`src/rtl/sq_pkg.sv`:
```
package sq_pkg;

    // One-bit path identifier carried by every in-flight instruction.
    typedef logic sid_t;

    localparam sid_t SID_RESET = 1'b0;

    // True when an instruction tag belongs to a path a stage has abandoned.
    function automatic logic sid_stale(input sid_t tag, input sid_t local_id);
        return tag != local_id;
    endfunction

    function automatic sid_t sid_flip(input sid_t cur);
        return ~cur;
    endfunction

endpackage

```
`src/rtl/sq_fetch_tag.sv`:
```
module sq_fetch_tag
    import sq_pkg::*;
(
    input  logic clk,
    input  logic rst,
    input  sid_t front_sid,
    input  logic redirect_ready,
    output logic redirect_valid,
    output sid_t fetch_sid
);
    sid_t sid_q;

    // A redirect is pending while the front stage has moved to a path
    // fetch has not yet switched to.
    assign redirect_valid = sid_stale(front_sid, sid_q);
    assign fetch_sid      = sid_q;

    always_ff @(posedge clk) begin
        if (rst) begin
            sid_q <= SID_RESET;
        end else if (redirect_valid && redirect_ready) begin
            sid_q <= sid_flip(sid_q);
        end
    end
endmodule

```
`src/rtl/sq_stage.sv`:
```
module sq_stage
    import sq_pkg::*;
#(
    parameter int DATA_W = 16
) (
    input  logic              clk,
    input  logic              rst,
    input  sid_t              sid_in,
    output sid_t              sid_out,
    input  logic              in_valid,
    input  logic [DATA_W-1:0] in_data,
    input  sid_t              in_tag,
    output logic              in_ready,
    output logic              out_valid,
    output logic [DATA_W-1:0] out_data,
    output sid_t              out_tag,
    input  logic              out_ready
);
    logic              slot_v;
    logic [DATA_W-1:0] slot_d;
    sid_t              slot_t;
    sid_t              sid_q;
    logic              drop;
    logic              take;

    assign drop     = in_valid && sid_stale(in_tag, sid_q);
    assign take     = in_valid && !drop && (!slot_v || out_ready);
    assign in_ready = drop || !slot_v || out_ready;

    assign out_valid = slot_v;
    assign out_data  = slot_d;
    assign out_tag   = slot_t;
    assign sid_out   = sid_q;

    always_ff @(posedge clk) begin
        if (rst) begin
            slot_v <= 1'b0;
            slot_d <= '0;
            slot_t <= SID_RESET;
            sid_q  <= SID_RESET;
        end else begin
            // The identifier follows the downstream neighbour one cycle late.
            sid_q <= sid_in;
            if (take) begin
                slot_v <= 1'b1;
                slot_d <= in_data;
                slot_t <= in_tag;
            end else if (out_ready) begin
                slot_v <= 1'b0;
            end
        end
    end
endmodule

```
`src/rtl/sq_exec_gate.sv`:
```
module sq_exec_gate
    import sq_pkg::*;
#(
    parameter int DATA_W = 16,
    parameter int PC_W   = 32
) (
    input  logic              clk,
    input  logic              rst,
    input  logic              in_valid,
    input  logic [DATA_W-1:0] in_data,
    input  sid_t              in_tag,
    output logic              in_ready,
    output logic              ex_valid,
    output logic [DATA_W-1:0] ex_data,
    input  logic              ex_ready,
    input  logic              ex_mispredict,
    input  logic [PC_W-1:0]   ex_target,
    output sid_t              ex_sid,
    output logic [PC_W-1:0]   redirect_pc,
    output logic              commit_valid,
    output logic [DATA_W-1:0] commit_data
);
    sid_t              sid_q;
    logic [PC_W-1:0]   pc_q;
    logic              match;
    logic              consume;

    assign match    = in_valid && !sid_stale(in_tag, sid_q);
    assign ex_valid = match;
    assign ex_data  = in_data;
    assign in_ready = !match || ex_ready;
    assign consume  = match && ex_ready;

    assign ex_sid      = sid_q;
    assign redirect_pc = pc_q;

    always_ff @(posedge clk) begin
        if (rst) begin
            sid_q        <= SID_RESET;
            pc_q         <= '0;
            commit_valid <= 1'b0;
            commit_data  <= '0;
        end else begin
            commit_valid <= consume;
            if (consume) begin
                commit_data <= in_data;
            end
            if (consume && ex_mispredict) begin
                sid_q <= sid_flip(sid_q);
                pc_q  <= ex_target;
            end
        end
    end
endmodule

```
`src/rtl/sid_squash_unit.sv`:
```
module sid_squash_unit
    import sq_pkg::*;
#(
    parameter int DATA_W     = 16,
    parameter int PC_W       = 32,
    parameter int NUM_STAGES = 3
) (
    input  logic              clk,
    input  logic              rst,
    input  logic              fe_valid,
    input  logic [DATA_W-1:0] fe_data,
    output logic              fe_ready,
    output logic              fe_tag,
    output logic              ex_valid,
    output logic [DATA_W-1:0] ex_data,
    input  logic              ex_ready,
    input  logic              ex_mispredict,
    input  logic [PC_W-1:0]   ex_target,
    output logic              ex_tag,
    output logic              redirect_valid,
    output logic [PC_W-1:0]   redirect_pc,
    input  logic              redirect_ready,
    output logic              commit_valid,
    output logic [DATA_W-1:0] commit_data
);
    localparam int LINKS = NUM_STAGES + 1;

    // Link k feeds stage k; link NUM_STAGES feeds the execute gate.
    logic              lk_valid [LINKS];
    logic [DATA_W-1:0] lk_data  [LINKS];
    sid_t              lk_tag   [LINKS];
    logic              lk_ready [LINKS];
    // sid_chain[k] is stage k's identifier; the last entry is execute's.
    sid_t              sid_chain [LINKS];
    sid_t              fetch_sid;

    sq_fetch_tag u_fetch (
        .clk            (clk),
        .rst            (rst),
        .front_sid      (sid_chain[0]),
        .redirect_ready (redirect_ready),
        .redirect_valid (redirect_valid),
        .fetch_sid      (fetch_sid)
    );

    assign lk_valid[0] = fe_valid;
    assign lk_data[0]  = fe_data;
    assign lk_tag[0]   = fetch_sid;
    assign fe_ready    = lk_ready[0];
    assign fe_tag      = fetch_sid;

    for (genvar k = 0; k < NUM_STAGES; k++) begin : g_stage
        sq_stage #(.DATA_W(DATA_W)) u_stage (
            .clk       (clk),
            .rst       (rst),
            .sid_in    (sid_chain[k+1]),
            .sid_out   (sid_chain[k]),
            .in_valid  (lk_valid[k]),
            .in_data   (lk_data[k]),
            .in_tag    (lk_tag[k]),
            .in_ready  (lk_ready[k]),
            .out_valid (lk_valid[k+1]),
            .out_data  (lk_data[k+1]),
            .out_tag   (lk_tag[k+1]),
            .out_ready (lk_ready[k+1])
        );
    end

    sq_exec_gate #(.DATA_W(DATA_W), .PC_W(PC_W)) u_exec (
        .clk           (clk),
        .rst           (rst),
        .in_valid      (lk_valid[NUM_STAGES]),
        .in_data       (lk_data[NUM_STAGES]),
        .in_tag        (lk_tag[NUM_STAGES]),
        .in_ready      (lk_ready[NUM_STAGES]),
        .ex_valid      (ex_valid),
        .ex_data       (ex_data),
        .ex_ready      (ex_ready),
        .ex_mispredict (ex_mispredict),
        .ex_target     (ex_target),
        .ex_sid        (sid_chain[NUM_STAGES]),
        .redirect_pc   (redirect_pc),
        .commit_valid  (commit_valid),
        .commit_data   (commit_data)
    );

    assign ex_tag = sid_chain[NUM_STAGES];
endmodule

```
`config.mk`:
```
export PLATFORM = sky130hd
export DESIGN_NAME = sid_squash_unit
export DESIGN_NICKNAME = d
export VERILOG_FILES = /design/src/rtl/sq_pkg.sv /design/src/rtl/sq_fetch_tag.sv /design/src/rtl/sq_stage.sv /design/src/rtl/sq_exec_gate.sv /design/src/rtl/sid_squash_unit.sv
export SDC_FILE = /design/constraint.sdc
export NUM_CORES = 1
export LEC_CHECK = 0
export ABC_AREA = 1
export BUFFER_PORTS_ARGS = -buffer_cell sky130_fd_sc_hd__buf_4
export CAP_MARGIN = 20
export CORE_MARGIN = 2
export CORE_UTILIZATION = 45
export DETAILED_ROUTE_END_ITERATION = 12
export GPL_TIMING_DRIVEN = 0
export HOLD_SLACK_MARGIN = 0.08
export PLACE_DENSITY = 0.77
export SLEW_MARGIN = 20
export SYNTH_ARGS = -nofsm -noshare
export SYNTH_HDL_FRONTEND = slang
export SYNTH_SLANG_ARGS = --single-unit
export TNS_END_PERCENT = 20
```
`constraint.sdc`:
```
create_clock -name clk -period 2.2 [get_ports clk]
set_input_delay 0.22 -clock clk [delete_from_list [all_inputs] [get_ports clk]]
set_output_delay 0.22 -clock clk [all_outputs]
set_load 0.01 [all_outputs]
```
; ---- Word-level counts from Yosys, hierarchy flattened
; Index checks and enable logic that the tools add are counted.
; Widths: inputs -> output; s select.
[classes]
n_reduce_logical = 34
eq_ne = 5
bitwise_logic = 2
muxes = 6
[op_table]
columns = op, count
row1 = $logic_and 1x1->1, 13
row2 = $logic_or 1x1->1, 10
row3 = $logic_not 1->1, 8
row4 = $mux 1, 6
row5 = $reduce_bool 2->1, 3
row6 = $ne 1x1->1, 5
row7 = $not 1->1, 2
[totals]
word_cells = 64
regBits = 108
in_bits = 54
output_inout_bits = 70

; ---- Longest topological paths before layout
[logic_depth]
ltp_word = 10
depth_mapped = 9
mapped_depth_nobuf = 8

; ---- Cells and area by module
; A second synthesis with hierarchy kept.
[hier_totals]
cells_unflattened = 787
area_unflattened_um2 = 5255.0
[modules_own_cells]
columns = mod, area_each_um2, n_inst, cells_per_inst, seq_area_each_um2
row1 = sq_stage, 984.7, 3, 155, 380.4
row2 = sq_exec_gate, 2247.2, 1, 314, 1001.0
row3 = sq_fetch_tag, 53.8, 1, 8, 20.0

; ---- Worst setup path before layout
; OpenSTA, ideal clock, no wires.
[synth_timing]
path_kind = register to register
from = reg u_exec.sid_q, in the netlist u_exec.ex_sid
to = reg g_stage[1].u_stage.slot_d[14]
arrival_time_ps = 1259
required_ps = 2069
setup_time_ps = 131
stages_incl_launch_ff = 9
period_less_slack_ps = 1390
setup_slack_ps = 810
path_buffers = 1
path_cell_list = dfxtp_1 inv_1 nand2_1 nand3_2 nor2_4 nand2_4 buf_2 nand3_1 a21oi_2
[synth_via]
elab_chain_len = 8
[synth_lines]
columns = element, line_no
row1 = start: declaration, sq_exec_gate.sv:23  ; sid_t sid_q;
row2 = start signal: assignment, sq_exec_gate.sv:49  ; sid_q <= sid_flip(sid_q);
row3 = $ne 1x1->1, sq_pkg.sv:10  ; return tag != local_id;
row4 = $logic_not 1->1, sq_exec_gate.sv:28  ; assign match = in_valid && !sid_stale(in_tag, sid_q);
row5 = $logic_and 1x1->1, sq_exec_gate.sv:28
row6 = $logic_not 1->1, sq_exec_gate.sv:31  ; assign in_ready = !match || ex_ready;
row7 = $logic_or 1x1->1, sq_exec_gate.sv:31
row8 = $logic_or 1x1->1, sq_stage.sv:28  ; assign in_ready = drop || !slot_v || out_ready;
row9 = $logic_or 1x1->1, sq_stage.sv:27  ; assign take = in_valid && !drop && (!slot_v || out_ready);
row10 = $logic_and 1x1->1, sq_stage.sv:27
row11 = end signal: assignment, sq_stage.sv:46  ; slot_d <= in_data;
row12 = end: declaration, sq_stage.sv:20  ; logic [DATA_W-1:0] slot_d;
; No other way between the ends.
; A chain may end at the register's enable or synchronous reset.

; ---- Final worst setup path
[layout_timing]
from = reg u_exec.sid_q, in the netlist u_exec.ex_sid
to = out ex_valid
[layout_via]
elab_chain_len = 3
[layout_lines]
columns = element, line_no
row1 = $ne 1x1->1, sq_pkg.sv:10
row2 = $logic_not 1->1, sq_exec_gate.sv:28
row3 = $logic_and 1x1->1, sq_exec_gate.sv:28
row4 = end: declaration, sid_squash_unit.sv:14  ; output logic ex_valid,
; No other way between the ends.

==> flow_metrics.tcl <==
set metrics [dict create \
    fillCellCount 772 \
    setup_viol 0 \
    synth_area_um2 3981 \
    slew_headroom 0.6421 \
    r2r_start "g_stage[1].u_stage.out_tag$_SDFFE_PP0P_" \
    synth_top_family_by_area "simple AND/OR/NAND/NOR gates" \
    power_density_nw_per_um2 689.7 \
    min_period_ns 1.938 \
    core-area_um2 8636 \
    start_util 0.4610 \
    die_x_um 98.06 \
    switching_power_mw 0.8561 \
    yosys_register_bits 108 \
    synth_xor_area_frac 0.002200 \
    finalCritPeriodShare 0.8808 \
    cp.buffers_inverters 5 \
    critPathMaxFanout 10 \
    final_max_slew_viol_count 0 \
    clock_path_buffers 2 \
    comb_power_share 0.095 \
    ys_warn_count 0 \
    max_freq_mhz 516.1 \
    synth_area_per_cell_um2 8.175 \
    grt_max_degree 17 \
    vias 3613 \
    antenna_left 0 \
    cpMostUsedCell "inv_1" \
    synth_nets 541 \
    cp-startpoint "u_exec.ex_sid$_SDFFE_PP0P_" \
    criticalPathCategory "reg2out" \
    total_power_mw 3.616 \
    irDropWorstVdd_uv 389.4 \
    synth_mux_area_frac 0 \
    synth_compound_area_frac 0.1339 \
    synthSimpleGateAreaFrac 0.2593 \
    port_buffers 122 \
    clock_latency_ns 0.36 \
    status "complete, no violations" \
    rsz0062_at_grt "no" \
    cts-root-buf "clkbuf_8" \
    final_nets 675 \
    drive_above_1_share 0.2656 \
    clk_pin_slew_worst_paths_ns 0.10 \
    path_delay_family "buffers and inverters" \
    seq_area_frac_synth 0.5431 \
    grt_usage 0.2012 \
    cp.arrival_ns 1.72 \
    grt_pass1_wl_um 16010 \
    power_switching_share 0.2367 \
    drt-initial-drc-count 122 \
    power_leakage_nw 2.232 \
    drc 0 \
    hp-class "in2reg" \
    start_kind "register" \
    setup_tns_ns 0 \
    num_rows 34 \
    synth_fa_ha_area_frac 0 \
    final_hold_viol_count 0 \
    worstPathCellList "inv_1 > nand2_1 > nand3_2 > buf_6 > clkbuf_1 > inv_1 > buf_4" \
    synth_cell_types 23 \
    cts_made_buffers 9 \
    syn_to_final_growth_pct 31.71 \
    cp_slowest_cell "dfxtp_1" \
    die_height_um 98.06 \
    dp_hpwl_um 7346 \
    final_common_cell "buf_4" \
    layout_common_cells "buf_4 (124), dfxtp_1 (108), nand2_1 (73)" \
    critPathRequiredTime_ns 1.98 \
    htree_levels 3 \
    diodes 0 \
    place.gp.congestion 0.8338 \
    pin_count 124 \
    floorplan.die_area_um2 9616 \
    antenna_found_initial 0 \
    post_cts_buffers 0 \
    clock_sinks 108 \
    tritoncts "done" \
    firstDrtPassIters 4 \
    end_kind "output pin" \
    wirelength_um 9793 \
    post_cts_resized 0 \
    hp-start "ex_target[1]" \
    slowest_delay_ns 0.33 \
    syn_inst 487 \
    clock_power_share 0.338 \
    p_int_mw 2.760 \
    seq_power_share 0.567 \
    drt-vias-per-instance 4.929 \
    fin_skew_ns 0.01309 \
    wire_per_inst_um 13.36 \
    grt_pass1_vias 3419 \
    drv_cap 0 \
    overflow 0 \
    max_slew.worst_pin.slew_ns 0.5368 \
]
[layer usage]
layer | vias up | global-route usage | wire length, µm
met3 | 20 | 0.03006 | 388
met5 | - | 0 | 0
met1 | 1605 | 0.2732 | 4533
met2 | 90 | 0.3209 | 4617
li1 | 1898 | - | -
met4 | 0 | 0.08547 | 253
[kinds of logic (layout without fill, tap and decap cells)]
logic type / after synthesis / in the layout
AO/OA/AOI/OAI: 105 / 105
AND/OR/NAND/NOR: 225 / 225
buffers and inverters: 48 / 186
flip-flops: 108 / 108
XOR/XNOR: 1 / 1
[cell type report]
class	count	area [µm²]	share of cell area
inverters	14	52.55	0.01002
flip-flops and latches	108	2162	0.4123
repair buffers	123	925.9	0.1766
clock inverters	3	46.29	0.008828
multi-input cells	331	1574	0.3002
plain buffers	34	192.7	0.03675
well taps	108	135.1	0.02577
clock buffers	12	155.1	0.02959
[cell usage after synthesis]
cell type | count | share of area
buf_6 | 5 | 0.014
nand2_4 | 4 | 0.011
clkinv_1 | 2 | 0.0019
o21ai_0 | 35 | 0.044
nand2_2 | 1 | 0.0016
inv_1 | 11 | 0.010
inv_2 | 1 | 0.00094
nor2_1 | 55 | 0.052
a21oi_1 | 68 | 0.085
clkbuf_1 | 19 | 0.018
nor3_1 | 17 | 0.021
buf_8 | 1 | 0.0038
dfxtp_1 | 108 | 0.54
buf_4 | 2 | 0.0038
nand3_2 | 2 | 0.0050
nor2_4 | 2 | 0.0057
xor2_1 | 1 | 0.0022
nand2_1 | 73 | 0.069
nand3_1 | 68 | 0.085
a21oi_2 | 2 | 0.0044
nor2_8 | 1 | 0.0050
nor2_2 | 2 | 0.0031
buf_2 | 7 | 0.0088
[worst min-delay path: cells and delay by family]
kind                   cells  cell delay [ns]
buffers and inverters      1             0.11
AO/OA/AOI/OAI              1             0.05
AND/OR/NAND/NOR            1             0.07
[power by group through the flow]
stage | Combinational (mW) | Clock [mW] | Sequential, mW
2_1_floorplan | 0.168 | 0 | 2.10
3_3_place_gp | 0.336 | 0 | 2.09
3_5_place_dp | 0.343 | 0 | 2.09
4_1_cts | 0.346 | 1.24 | 2.05
5_1_grt | 0.382 | 1.32 | 2.06
6_report | 0.345 | 1.22 | 2.05
[path summary, 6_finish.rpt]
path                                                       end  slack (ns)  cells past startpoint
setup / recovery                                      ex_valid        0.26                      7
hold / removal              u_exec.redirect_pc[1]$_SDFFE_PP0P_        0.13                      3
setup reg to reg  g_stage[2].u_stage.out_data[14]$_SDFFE_PP0P_        0.61                      8
hold reg to reg          g_stage[0].u_stage.sid_out$_SDFF_PP0_        0.46                      2
[flip-flops by register name, indices dropped and copies added, names as in the netlist]
signal	cells
u_exec.ex_sid	1
u_exec.commit_data	16
u_exec.commit_valid	1
g_stage.u_stage.out_valid	3
g_stage.u_stage.out_tag	3
u_fetch.fetch_sid	1
u_exec.redirect_pc	32
g_stage.u_stage.out_data	48
g_stage.u_stage.sid_out	3
[what timing repair did]
item | in CTS | in global routing
hold endpoints to repair | 1 | 0
setup endpoints to repair | 0 | 0
hold buffers | 1 | 0
[through the flow]
stage          worst slack (ns)  hold WS [ns]  area (µm²)  utilization  instances
2_1_floorplan            0.8104        0.3096        3981            -        487
3_3_place_gp             0.6570        0.4036        5032       0.5827        717
3_5_place_dp             0.6382        0.4123        5032       0.5827        717
4_1_cts                  0.2556        0.1148        5244       0.6072        733
5_1_grt                  0.1435        0.1215        5244       0.6072        733
6_report                 0.2623        0.1252        5244       0.6072        733
(Power assumes the default switching activity.)
